==> config.mk <==
export PLATFORM = sky130hd
export DESIGN_NAME = pic_cmd_seq
export DESIGN_NICKNAME = d
export VERILOG_FILES = /design/src/rtl/pic_cmd_pkg.sv /design/src/rtl/pic_init_seq.sv /design/src/rtl/pic_ocw_dec.sv /design/src/rtl/pic_rd_port.sv /design/src/rtl/pic_cmd_seq.sv
export SDC_FILE = /design/constraint.sdc
export NUM_CORES = 1
export LEC_CHECK = 0
export CORE_MARGIN = 4
export CORE_UTILIZATION = 44
export CTS_CLUSTER_DIAMETER = 40
export DETAILED_ROUTE_END_ITERATION = 8
export PLACE_DENSITY = 0.78
export SYNTH_ARGS = -nofsm -noshare
export SYNTH_HDL_FRONTEND = slang
export SYNTH_SLANG_ARGS = --single-unit
export TNS_END_PERCENT = 10
==> constraint.sdc <==
create_clock -name clk -period 1.9 [get_ports clk]
set_input_delay 0.38 -clock clk [delete_from_list [all_inputs] [get_ports clk]]
set_output_delay 0.38 -clock clk [all_outputs]
set_load 0.02 [all_outputs]
==> src/rtl/pic_cmd_pkg.sv <==
package pic_cmd_pkg;

    localparam int DW = 8;
    localparam int NLINES = 8;
    localparam int LW = $clog2(NLINES);

    // Bit positions in written bytes that the decoder depends on
    localparam int B_INIT    = 4;
    localparam int B_STAT    = 3;
    localparam int B_WANT4   = 0;
    localparam int B_SINGLE  = 1;
    localparam int B_POLL    = 2;
    localparam int B_RSEL_EN = 1;
    localparam int B_RSEL    = 0;
    localparam int B_SMM_EN  = 6;
    localparam int B_SMM     = 5;
    localparam int B_SFNM    = 4;
    localparam int B_AEOI    = 1;
    localparam int BASE_LSB  = 3;

    typedef enum logic [1:0] {
        SEQ_IDLE = 2'd0,
        SEQ_BASE = 2'd1,
        SEQ_CASC = 2'd2,
        SEQ_MODE = 2'd3
    } seq_t;

    typedef struct packed {
        logic          stb;
        logic [2:0]    op;
        logic [LW-1:0] lvl;
    } pcmd_t;

    function automatic seq_t after_base(logic single, logic want4);
        if (!single)    return SEQ_CASC;
        else if (want4) return SEQ_MODE;
        else            return SEQ_IDLE;
    endfunction

    function automatic logic code_strobes(logic [2:0] code);
        return (code == 3'd1) || (code == 3'd3) || (code == 3'd5) ||
               (code == 3'd6) || (code == 3'd7);
    endfunction

endpackage

==> src/rtl/pic_init_seq.sv <==
module pic_init_seq
    import pic_cmd_pkg::*;
(
    input  logic          clk,
    input  logic          rst,
    input  logic          init_stb,
    input  logic          wr1,
    input  logic [DW-1:0] wdata,
    output logic          seq_idle,
    output logic [DW-1:0] vec_base,
    output logic          aeoi,
    output logic          sfnm,
    output logic          init_clr
);

    seq_t state_q;
    logic want4_q, single_q;

    always_ff @(posedge clk) begin
        if (rst) begin
            state_q  <= SEQ_IDLE;
            want4_q  <= 1'b0;
            single_q <= 1'b0;
            vec_base <= '0;
            aeoi     <= 1'b0;
            sfnm     <= 1'b0;
            init_clr <= 1'b0;
        end else begin
            init_clr <= init_stb;
            if (init_stb) begin
                state_q  <= SEQ_BASE;
                want4_q  <= wdata[B_WANT4];
                single_q <= wdata[B_SINGLE];
                vec_base <= '0;
                aeoi     <= 1'b0;
                sfnm     <= 1'b0;
            end else if (wr1) begin
                unique case (state_q)
                    SEQ_BASE: begin
                        vec_base <= {wdata[DW-1:BASE_LSB], {BASE_LSB{1'b0}}};
                        state_q  <= after_base(single_q, want4_q);
                    end
                    SEQ_CASC: state_q <= want4_q ? SEQ_MODE : SEQ_IDLE;
                    SEQ_MODE: begin
                        sfnm    <= wdata[B_SFNM];
                        aeoi    <= wdata[B_AEOI];
                        state_q <= SEQ_IDLE;
                    end
                    default: state_q <= SEQ_IDLE;
                endcase
            end
        end
    end

    assign seq_idle = (state_q == SEQ_IDLE);

    // an initialisation write always lands in the base-byte state
    a_r2_init_to_base: assert property (@(posedge clk) disable iff (rst)
        $past(init_stb) |-> state_q == SEQ_BASE);

    // clear pulse only follows an initialisation write
    a_r2_clr_follows_init: assert property (@(posedge clk) disable iff (rst)
        init_clr |-> $past(init_stb));

    // mode flags move only on a setup write
    a_r6_modes_stable: assert property (@(posedge clk) disable iff (rst)
        !$past(init_stb) && !$past(wr1) |-> $stable(aeoi) && $stable(sfnm));

endmodule

==> src/rtl/pic_ocw_dec.sv <==
module pic_ocw_dec
    import pic_cmd_pkg::*;
(
    input  logic          clk,
    input  logic          rst,
    input  logic          init_stb,
    input  logic          stat_stb,
    input  logic          prio_stb,
    input  logic          imr_stb,
    input  logic [DW-1:0] wdata,
    output logic [DW-1:0] imr,
    output logic          rd_isr_sel,
    output logic          smm,
    output logic          rot_aeoi,
    output logic          poll_arm,
    output pcmd_t         cmd
);

    logic [2:0] code;
    assign code     = wdata[DW-1:DW-3];
    assign poll_arm = stat_stb && wdata[B_POLL];

    always_ff @(posedge clk) begin
        if (rst || init_stb) begin
            imr        <= '0;
            rd_isr_sel <= 1'b0;
            smm        <= 1'b0;
            rot_aeoi   <= 1'b0;
            cmd        <= '0;
        end else begin
            cmd.stb <= 1'b0;
            if (imr_stb) imr <= wdata;
            if (stat_stb) begin
                if (wdata[B_RSEL_EN]) rd_isr_sel <= wdata[B_RSEL];
                if (wdata[B_SMM_EN])  smm        <= wdata[B_SMM];
            end
            if (prio_stb) begin
                if (code[1:0] == 2'b00) rot_aeoi <= code[2];
                if (code_strobes(code)) begin
                    cmd.stb <= 1'b1;
                    cmd.op  <= code;
                    cmd.lvl <= wdata[LW-1:0];
                end
            end
        end
    end

    // a command strobe is always the echo of a priority write
    a_r10_stb_from_prio: assert property (@(posedge clk) disable iff (rst)
        cmd.stb |-> $past(prio_stb));

    // no strobe from the inert or rotate-setup codes
    a_r10_no_stb_inert: assert property (@(posedge clk) disable iff (rst)
        cmd.stb |-> cmd.op != 3'd0 && cmd.op != 3'd2 && cmd.op != 3'd4);

    // mask holds unless loaded or cleared
    a_r7_imr_hold: assert property (@(posedge clk) disable iff (rst)
        !$past(imr_stb) && !$past(init_stb) |-> $stable(imr));

endmodule

==> src/rtl/pic_rd_port.sv <==
module pic_rd_port
    import pic_cmd_pkg::*;
(
    input  logic          clk,
    input  logic          rst,
    input  logic          init_stb,
    input  logic          poll_arm,
    input  logic          rd_en,
    input  logic          addr,
    input  logic          rd_isr_sel,
    input  logic [DW-1:0] irr_in,
    input  logic [DW-1:0] isr_in,
    input  logic [DW-1:0] imr,
    input  logic          win_valid,
    input  logic [LW-1:0] win_idx,
    output logic [DW-1:0] rdata,
    output logic          poll_armed,
    output logic          poll_clr,
    output logic [LW-1:0] poll_lvl
);

    localparam logic [DW-1:0] EMPTY_POLL = {{(DW-LW){1'b0}}, {LW{1'b1}}};

    always_ff @(posedge clk) begin
        if (rst) begin
            rdata      <= '0;
            poll_armed <= 1'b0;
            poll_clr   <= 1'b0;
            poll_lvl   <= '0;
        end else begin
            poll_clr <= 1'b0;
            if (init_stb)      poll_armed <= 1'b0;
            else if (poll_arm) poll_armed <= 1'b1;
            else if (rd_en)    poll_armed <= 1'b0;
            if (rd_en) begin
                if (poll_armed) begin
                    rdata    <= win_valid ? {{(DW-LW){1'b0}}, win_idx} : EMPTY_POLL;
                    poll_clr <= win_valid;
                    poll_lvl <= win_idx;
                end else if (addr) begin
                    rdata <= imr;
                end else begin
                    rdata <= rd_isr_sel ? isr_in : irr_in;
                end
            end
        end
    end

    // a poll clear follows only a read taken with poll armed
    a_r12_clr_needs_poll: assert property (@(posedge clk) disable iff (rst)
        poll_clr |-> $past(rd_en) && $past(poll_armed) && $past(win_valid));

    // a polled read disarms poll
    a_r12_disarm: assert property (@(posedge clk) disable iff (rst)
        $past(rd_en) && $past(poll_armed) && !$past(poll_arm) |-> !poll_armed);

endmodule

==> src/rtl/pic_cmd_seq.sv <==
module pic_cmd_seq
    import pic_cmd_pkg::*;
(
    input  logic          clk,
    input  logic          rst,
    input  logic          addr,
    input  logic          wr_en,
    input  logic          rd_en,
    input  logic [7:0]    wdata,
    input  logic [7:0]    irr_in,
    input  logic [7:0]    isr_in,
    input  logic          win_valid,
    input  logic [2:0]    win_idx,
    output logic [7:0]    rdata,
    output logic [7:0]    imr,
    output logic [7:0]    vec_base,
    output logic          aeoi,
    output logic          sfnm,
    output logic          smm,
    output logic          rd_isr_sel,
    output logic          rot_aeoi,
    output logic          poll_armed,
    output logic          init_clr,
    output logic          cmd_stb,
    output logic [2:0]    cmd_op,
    output logic [2:0]    cmd_lvl,
    output logic          poll_clr,
    output logic [2:0]    poll_lvl
);

    logic  wr0, wr1, init_stb, stat_stb, prio_stb, imr_stb;
    logic  seq_idle, poll_arm;
    pcmd_t cmd;

    assign wr0      = wr_en && !addr;
    assign wr1      = wr_en && addr;
    assign init_stb = wr0 && wdata[B_INIT];
    assign stat_stb = wr0 && !wdata[B_INIT] && wdata[B_STAT];
    assign prio_stb = wr0 && !wdata[B_INIT] && !wdata[B_STAT];
    assign imr_stb  = wr1 && seq_idle;

    pic_init_seq u_init (
        .clk      (clk),
        .rst      (rst),
        .init_stb (init_stb),
        .wr1      (wr1),
        .wdata    (wdata),
        .seq_idle (seq_idle),
        .vec_base (vec_base),
        .aeoi     (aeoi),
        .sfnm     (sfnm),
        .init_clr (init_clr)
    );

    pic_ocw_dec u_ocw (
        .clk        (clk),
        .rst        (rst),
        .init_stb   (init_stb),
        .stat_stb   (stat_stb),
        .prio_stb   (prio_stb),
        .imr_stb    (imr_stb),
        .wdata      (wdata),
        .imr        (imr),
        .rd_isr_sel (rd_isr_sel),
        .smm        (smm),
        .rot_aeoi   (rot_aeoi),
        .poll_arm   (poll_arm),
        .cmd        (cmd)
    );

    pic_rd_port u_rd (
        .clk        (clk),
        .rst        (rst),
        .init_stb   (init_stb),
        .poll_arm   (poll_arm),
        .rd_en      (rd_en),
        .addr       (addr),
        .rd_isr_sel (rd_isr_sel),
        .irr_in     (irr_in),
        .isr_in     (isr_in),
        .imr        (imr),
        .win_valid  (win_valid),
        .win_idx    (win_idx),
        .rdata      (rdata),
        .poll_armed (poll_armed),
        .poll_clr   (poll_clr),
        .poll_lvl   (poll_lvl)
    );

    assign cmd_stb = cmd.stb;
    assign cmd_op  = cmd.op;
    assign cmd_lvl = cmd.lvl;

    // vector base low bits never set
    a_r3_base_aligned: assert property (@(posedge clk) disable iff (rst)
        $past(wr1) |-> vec_base[2:0] == 3'b000);

endmodule

; ---- Word level (Yosys, flattened, before mapping)
; Cells that the tools add are included.
[op_classes]
div = 0
n_bitwise = 3
n_reduce_logical = 30
mux = 12
multipliers = 0
addsub = 0
n_eq_ne = 8
n_lt_le_gt_ge = 0
shift = 0
[op_table]
columns = operator, count
row1 = $mux 8, 3
row2 = $reduce_and 2->1, 7
row3 = $eq 3x3->1 const B, 3
row4 = $logic_and 1x1->1, 8
row5 = $mux 7, 1
row6 = $logic_or 1x1->1, 5
row7 = $eq 2x2->1 const B, 2
row8 = $logic_not 2->1, 2
row9 = $mux 1, 4
row10 = $mux 2, 2
row11 = $pmux 2 s2, 1
row12 = $reduce_bool 2->1, 2
row13 = $reduce_or 2->1, 2
row14 = $eq 3x1->1 const B, 1
row15 = $eq 3x2->1 const B, 1
row16 = $logic_not 1->1, 3
row17 = $mux 3, 1
row18 = $not 1->1, 3
row19 = $reduce_or 3->1, 1
row20 = $eq 2x1->1 const B, 1
[totals]
ram_bits = 0
rom_bits = 0
regBits = 43
mem_count = 0
elab_cells = 72
latch_bits = 0

; ---- Depth between registers and ports, before layout
[depth]
depth_word = 6
ltp_mapped = 6

; ---- Cells and area by module
; A second synthesis with hierarchy kept.
[unflattened]
cells_unflattened = 219
hier_area_um2 = 2037.0
[modules_own_cells]
columns = mod, cells_per_inst, area_per_inst_um2, seq_area_each_um2, n_inst
row1 = pic_ocw_dec, 76, 723.2, 360.3, 1
row2 = pic_rd_port, 74, 671.9, 260.2, 1
row3 = pic_init_seq, 64, 589.3, 240.2, 1
row4 = pic_cmd_seq, 5, 52.6, 0.0, 1

; ---- Worst setup path before layout
; OpenSTA, ideal clock, no wires.
[synth_timing]
path_type = input to register
from = input port wdata[4]
to = register u_ocw.rot_aeoi
path_slack_ns = 0.393
path_stages = 5
t_arrival_ns = 1.386
t_required_ns = 1.779
setup_ns = 0.121
path_cell_list = buf_6 > or4b_4 > buf_6 > o31ai_4 > a21oi_1
[synth_via]
elab_chain_cells = 4
word_cells_on_any_way = 6
cone_classes = 6 x reduce/logical
[synth_lines]
columns = element, line
row1 = from (decl), pic_cmd_seq.sv:9  ; input logic [7:0] wdata,
row2 = $logic_not 1->1, pic_cmd_seq.sv:39  ; assign prio_stb = wr0 && !wdata[B_INIT] && !wdata[B_STAT];
row3 = $logic_and 1x1->1 (2 in a row), pic_cmd_seq.sv:39
row4 = $reduce_and 2->1 (no source line), -
row5 = to (signal assigned), pic_ocw_dec.sv:38  ; if (code[1:0] == 2'b00) rot_aeoi <= code[2];
row6 = to (decl), pic_ocw_dec.sv:14  ; output logic rot_aeoi,
; Parallel ways exist; a longest one is shown, timed or not.
; A chain may end at the register's enable or synchronous reset.

; ---- Worst setup path after layout
[layout_timing]
from = register u_ocw.rot_aeoi
to = output port rot_aeoi
[layout_lines]
columns = element, line
row1 = to (decl), pic_cmd_seq.sv:21  ; output logic rot_aeoi,
; No word-level cell between the ends.

==> results.sh <==
export IMPL_intPower_mw=1.35
export IMPL_finalSetupViolations=0
export IMPL_syn_area_per_cell_um2=9.40
export IMPL_avgViaCountPerCell=5.26
export IMPL_grt_pass1_vias=1789
export IMPL_yosys_top_cells_area="dfxtp_1 (43%), mux2i_1 (9.6%), a21oi_1 (5.6%)"
export IMPL_power_frac_seq_pct=51.6
export IMPL_rows=24
export IMPL_clk_pin_slew_ps=80
export IMPL_die_h_um=75.1
export IMPL_slowest_delay_ps=630
export IMPL_grt_first_pass_wirelength_um=8230
export IMPL_hold_slack_ps=453
export IMPL_place_area_mm2=0.00281
export IMPL_antenna_left=0
export IMPL_syn_area_mm2=0.00198
export IMPL_core_area_mm2=0.00435
export IMPL_finalSetupTns_ps=0
export IMPL_p_clk_share_pct=30.8
export IMPL_track_usage_pct=19.1
export IMPL_crit_chain="clkdlybuf4s50_1"
export IMPL_synthCells=211
export IMPL_drt_iter0_drc=88
export IMPL_hold_class="flop to flop"
export IMPL_post_cts_buffers=0
export IMPL_grt_max_degree=21
export IMPL_drv_slew=0
export IMPL_cts_max_path_buffers=2
export IMPL_max_freq_mhz=588
export IMPL_yosys_area_top_type_share_pct=43.4
export IMPL_final_hold_violation_count=0
export IMPL_peakVddDrop_mv=0.518
export IMPL_die_area_mm2=0.00565
export IMPL_cts_tree="built"
export IMPL_firstDrtPassIters=4
export IMPL_drt_wl_total_um=5220
export IMPL_routabilityCongestion=0.840
export IMPL_portBuffers=71
export IMPL_cts_resized=0
export IMPL_worstPathMaxFanout=2
export IMPL_h_tree_depth=2
export IMPL_drc=0
export IMPL_max_cap_viol_count=0
export IMPL_drive_above_1_share_pct=12.9
export IMPL_crit_family="buffers and inverters"
export IMPL_cts_sinks=43
export IMPL_status="complete, no violations"
export IMPL_pwr_density_cell_mw_per_mm2=630
export IMPL_leakage_nw=1.17
export IMPL_post_route_cell_area_mm2=0.00289
export IMPL_seq_area_frac_synth_pct=43.4
export IMPL_p_switching_mw=0.471
export IMPL_skew_ps=5.35
export IMPL_period_share_pct=89.5
export IMPL_antenna_found_initial=0
export IMPL_clk_latency_ps=290
export IMPL_swShare_pct=25.8
export IMPL_period_minus_slack_ps=1700
export IMPL_yosys_cell_types_count=37
export IMPL_start_util_pct=45.5
export IMPL_p_comb_share_pct=17.6
export IMPL_slowest_stage="clkdlybuf4s50_1"
export IMPL_layout_nets=330
export IMPL_antenna_cells=0
export IMPL_ios=75
export IMPL_crit_buf_inv=1
export IMPL_rsz0062_at_grt="no"
export IMPL_cts_hold_buffers=0
export IMPL_endpoint_kind="primary output"
export IMPL_crit_type="flop to primary output"
export IMPL_synth_seq_cells=43
export IMPL_vias=1820
export IMPL_cts_made_buffers=5
export IMPL_wl_per_cell_um=15.1
export IMPL_yosys_area_top_type="dfxtp_1"
export IMPL_overflow=0
export IMPL_area_delta_synth_final_pct=45.8
export IMPL_crit_arrival_ps=1320
export IMPL_cts_root_buffer="clkbuf_8"
export IMPL_yosysWarnings=0
export IMPL_die_width_um=75.1
export IMPL_hpwl_um=3930
export IMPL_required_ps=1520
export IMPL_startpoint_type="flop"
[worst paths after layout]
path / from / cells after the start / to / slack, ps
worst max-delay path: u_ocw.rot_aeoi / 1 / rot_aeoi / 200
worst min-delay path: u_rd.poll_lvl[1] / 2 / u_rd.poll_lvl[1] / 450
worst max register to register: u_init.state_q[1] / 5 / u_init.vec_base[7] / 560
worst min register to register: u_rd.poll_lvl[1] / 2 / u_rd.poll_lvl[1] / 450
[cells in the mapped netlist (all sizes together)]
cell      n
dfxtp    43
a21oi    22
mux2i    19
nor2     18
nand2    13
buf      12
nand3    11
nor2b    10
o21ai     9
mux2      8
inv       6
a31oi     5
clkbuf    4
ha        4
a2bb2oi   3
o211ai    3
o22ai     3
a21o      2
nor3      2
nor3b     2
a22oi     1
and4bb    1
conb      1
nand2b    1
nand3b    1
nand4     1
nand4bb   1
nor4b     1
o2111a    1
o31ai     1
or3       1
or4b      1
[metrics by stage]
stage | utilization (%) | instances | total power, mW | setup slack, ps
after floorplan | - | 213 | 1.12 | 393
after global placement | 64.5 | 338 | 1.28 | 62.8
after detailed placement | 64.5 | 338 | 1.28 | -10.3
after CTS | 66.4 | 346 | 1.83 | 188
after global routing | 66.4 | 346 | 1.89 | 151
final | 66.4 | 346 | 1.82 | 200
[metal layers]
metal  global-route usage [%]  part of all wire [%]
met1                     25.6                    45
met2                     30.3                    47
met3                     4.54                   6.8
met4                     6.41                   1.1
met5                        0                     0
[flip-flops by register name, summed over array words and instances, names as in the netlist]
name,flops
u_ocw.cmd,7
u_ocw.rot_aeoi,1
u_ocw.imr,8
u_ocw.rd_isr_sel,1
u_rd.poll_armed,1
u_init.state_q,2
u_ocw.smm,1
u_init.want4_q,1
u_rd.poll_clr,1
u_init.aeoi,1
u_rd.poll_lvl,3
u_init.vec_base,5
u_init.init_clr,1
u_init.sfnm,1
u_rd.rdata,8
u_init.single_q,1
[cell usage in the layout, fill, tap and decap left out, types with 2 or more instances in the layout]
| cell | n |
|---|---|
| a21oi_1 | 22 |
| buf_4 | 17 |
| nand3_1 | 10 |
| mux2_2 | 8 |
| a2bb2oi_1 | 3 |
| o211ai_1 | 3 |
| dfxtp_1 | 43 |
| clkbuf_8 | 5 |
| mux2i_1 | 19 |
| o21ai_1 | 6 |
| ha_1 | 4 |
| o21ai_0 | 3 |
| nor3b_1 | 2 |
| nor3_1 | 2 |
| inv_1 | 6 |
| clkbuf_1 | 2 |
| clkdlybuf4s50_1 | 71 |
| nor2b_1 | 10 |
| nor2_1 | 18 |
| o22ai_1 | 3 |
| a31oi_1 | 5 |
| conb_1 | 3 |
| nand2_1 | 13 |
[layout make-up]
cell class              instances  area, µm²
clock inverters                 1       5.00
repair buffers                 89        858
flip-flops and latches         43        861
multi-input cells             148       1000
inverters                       6       22.5
well taps                      52       65.1
fillers                       363       1460
clock buffers                   7       76.3
[logic make-up (layout without fill, tap and decap cells)]
group           after synthesis  count (layout)  synth area share (%)
simple gates                 64              64                  17.7
compound gates               50              50                  15.6
flops                        43              43                  43.4
mux                          27              27                  14.1
buf+inv                      22             103                  6.37
fa+ha+maj                     4               4                  2.52
other cells                   1               3                 0.189
[power by group through the flow]
stage	clock (mW)	combinational, mW	sequential (mW)
global placement	0	0.315	0.961
finish	0.562	0.321	0.941
global route	0.606	0.345	0.944
floorplan	0	0.134	0.985
detailed placement	0	0.320	0.961
CTS	0.571	0.321	0.940
Power figures use the tool's default switching activity.
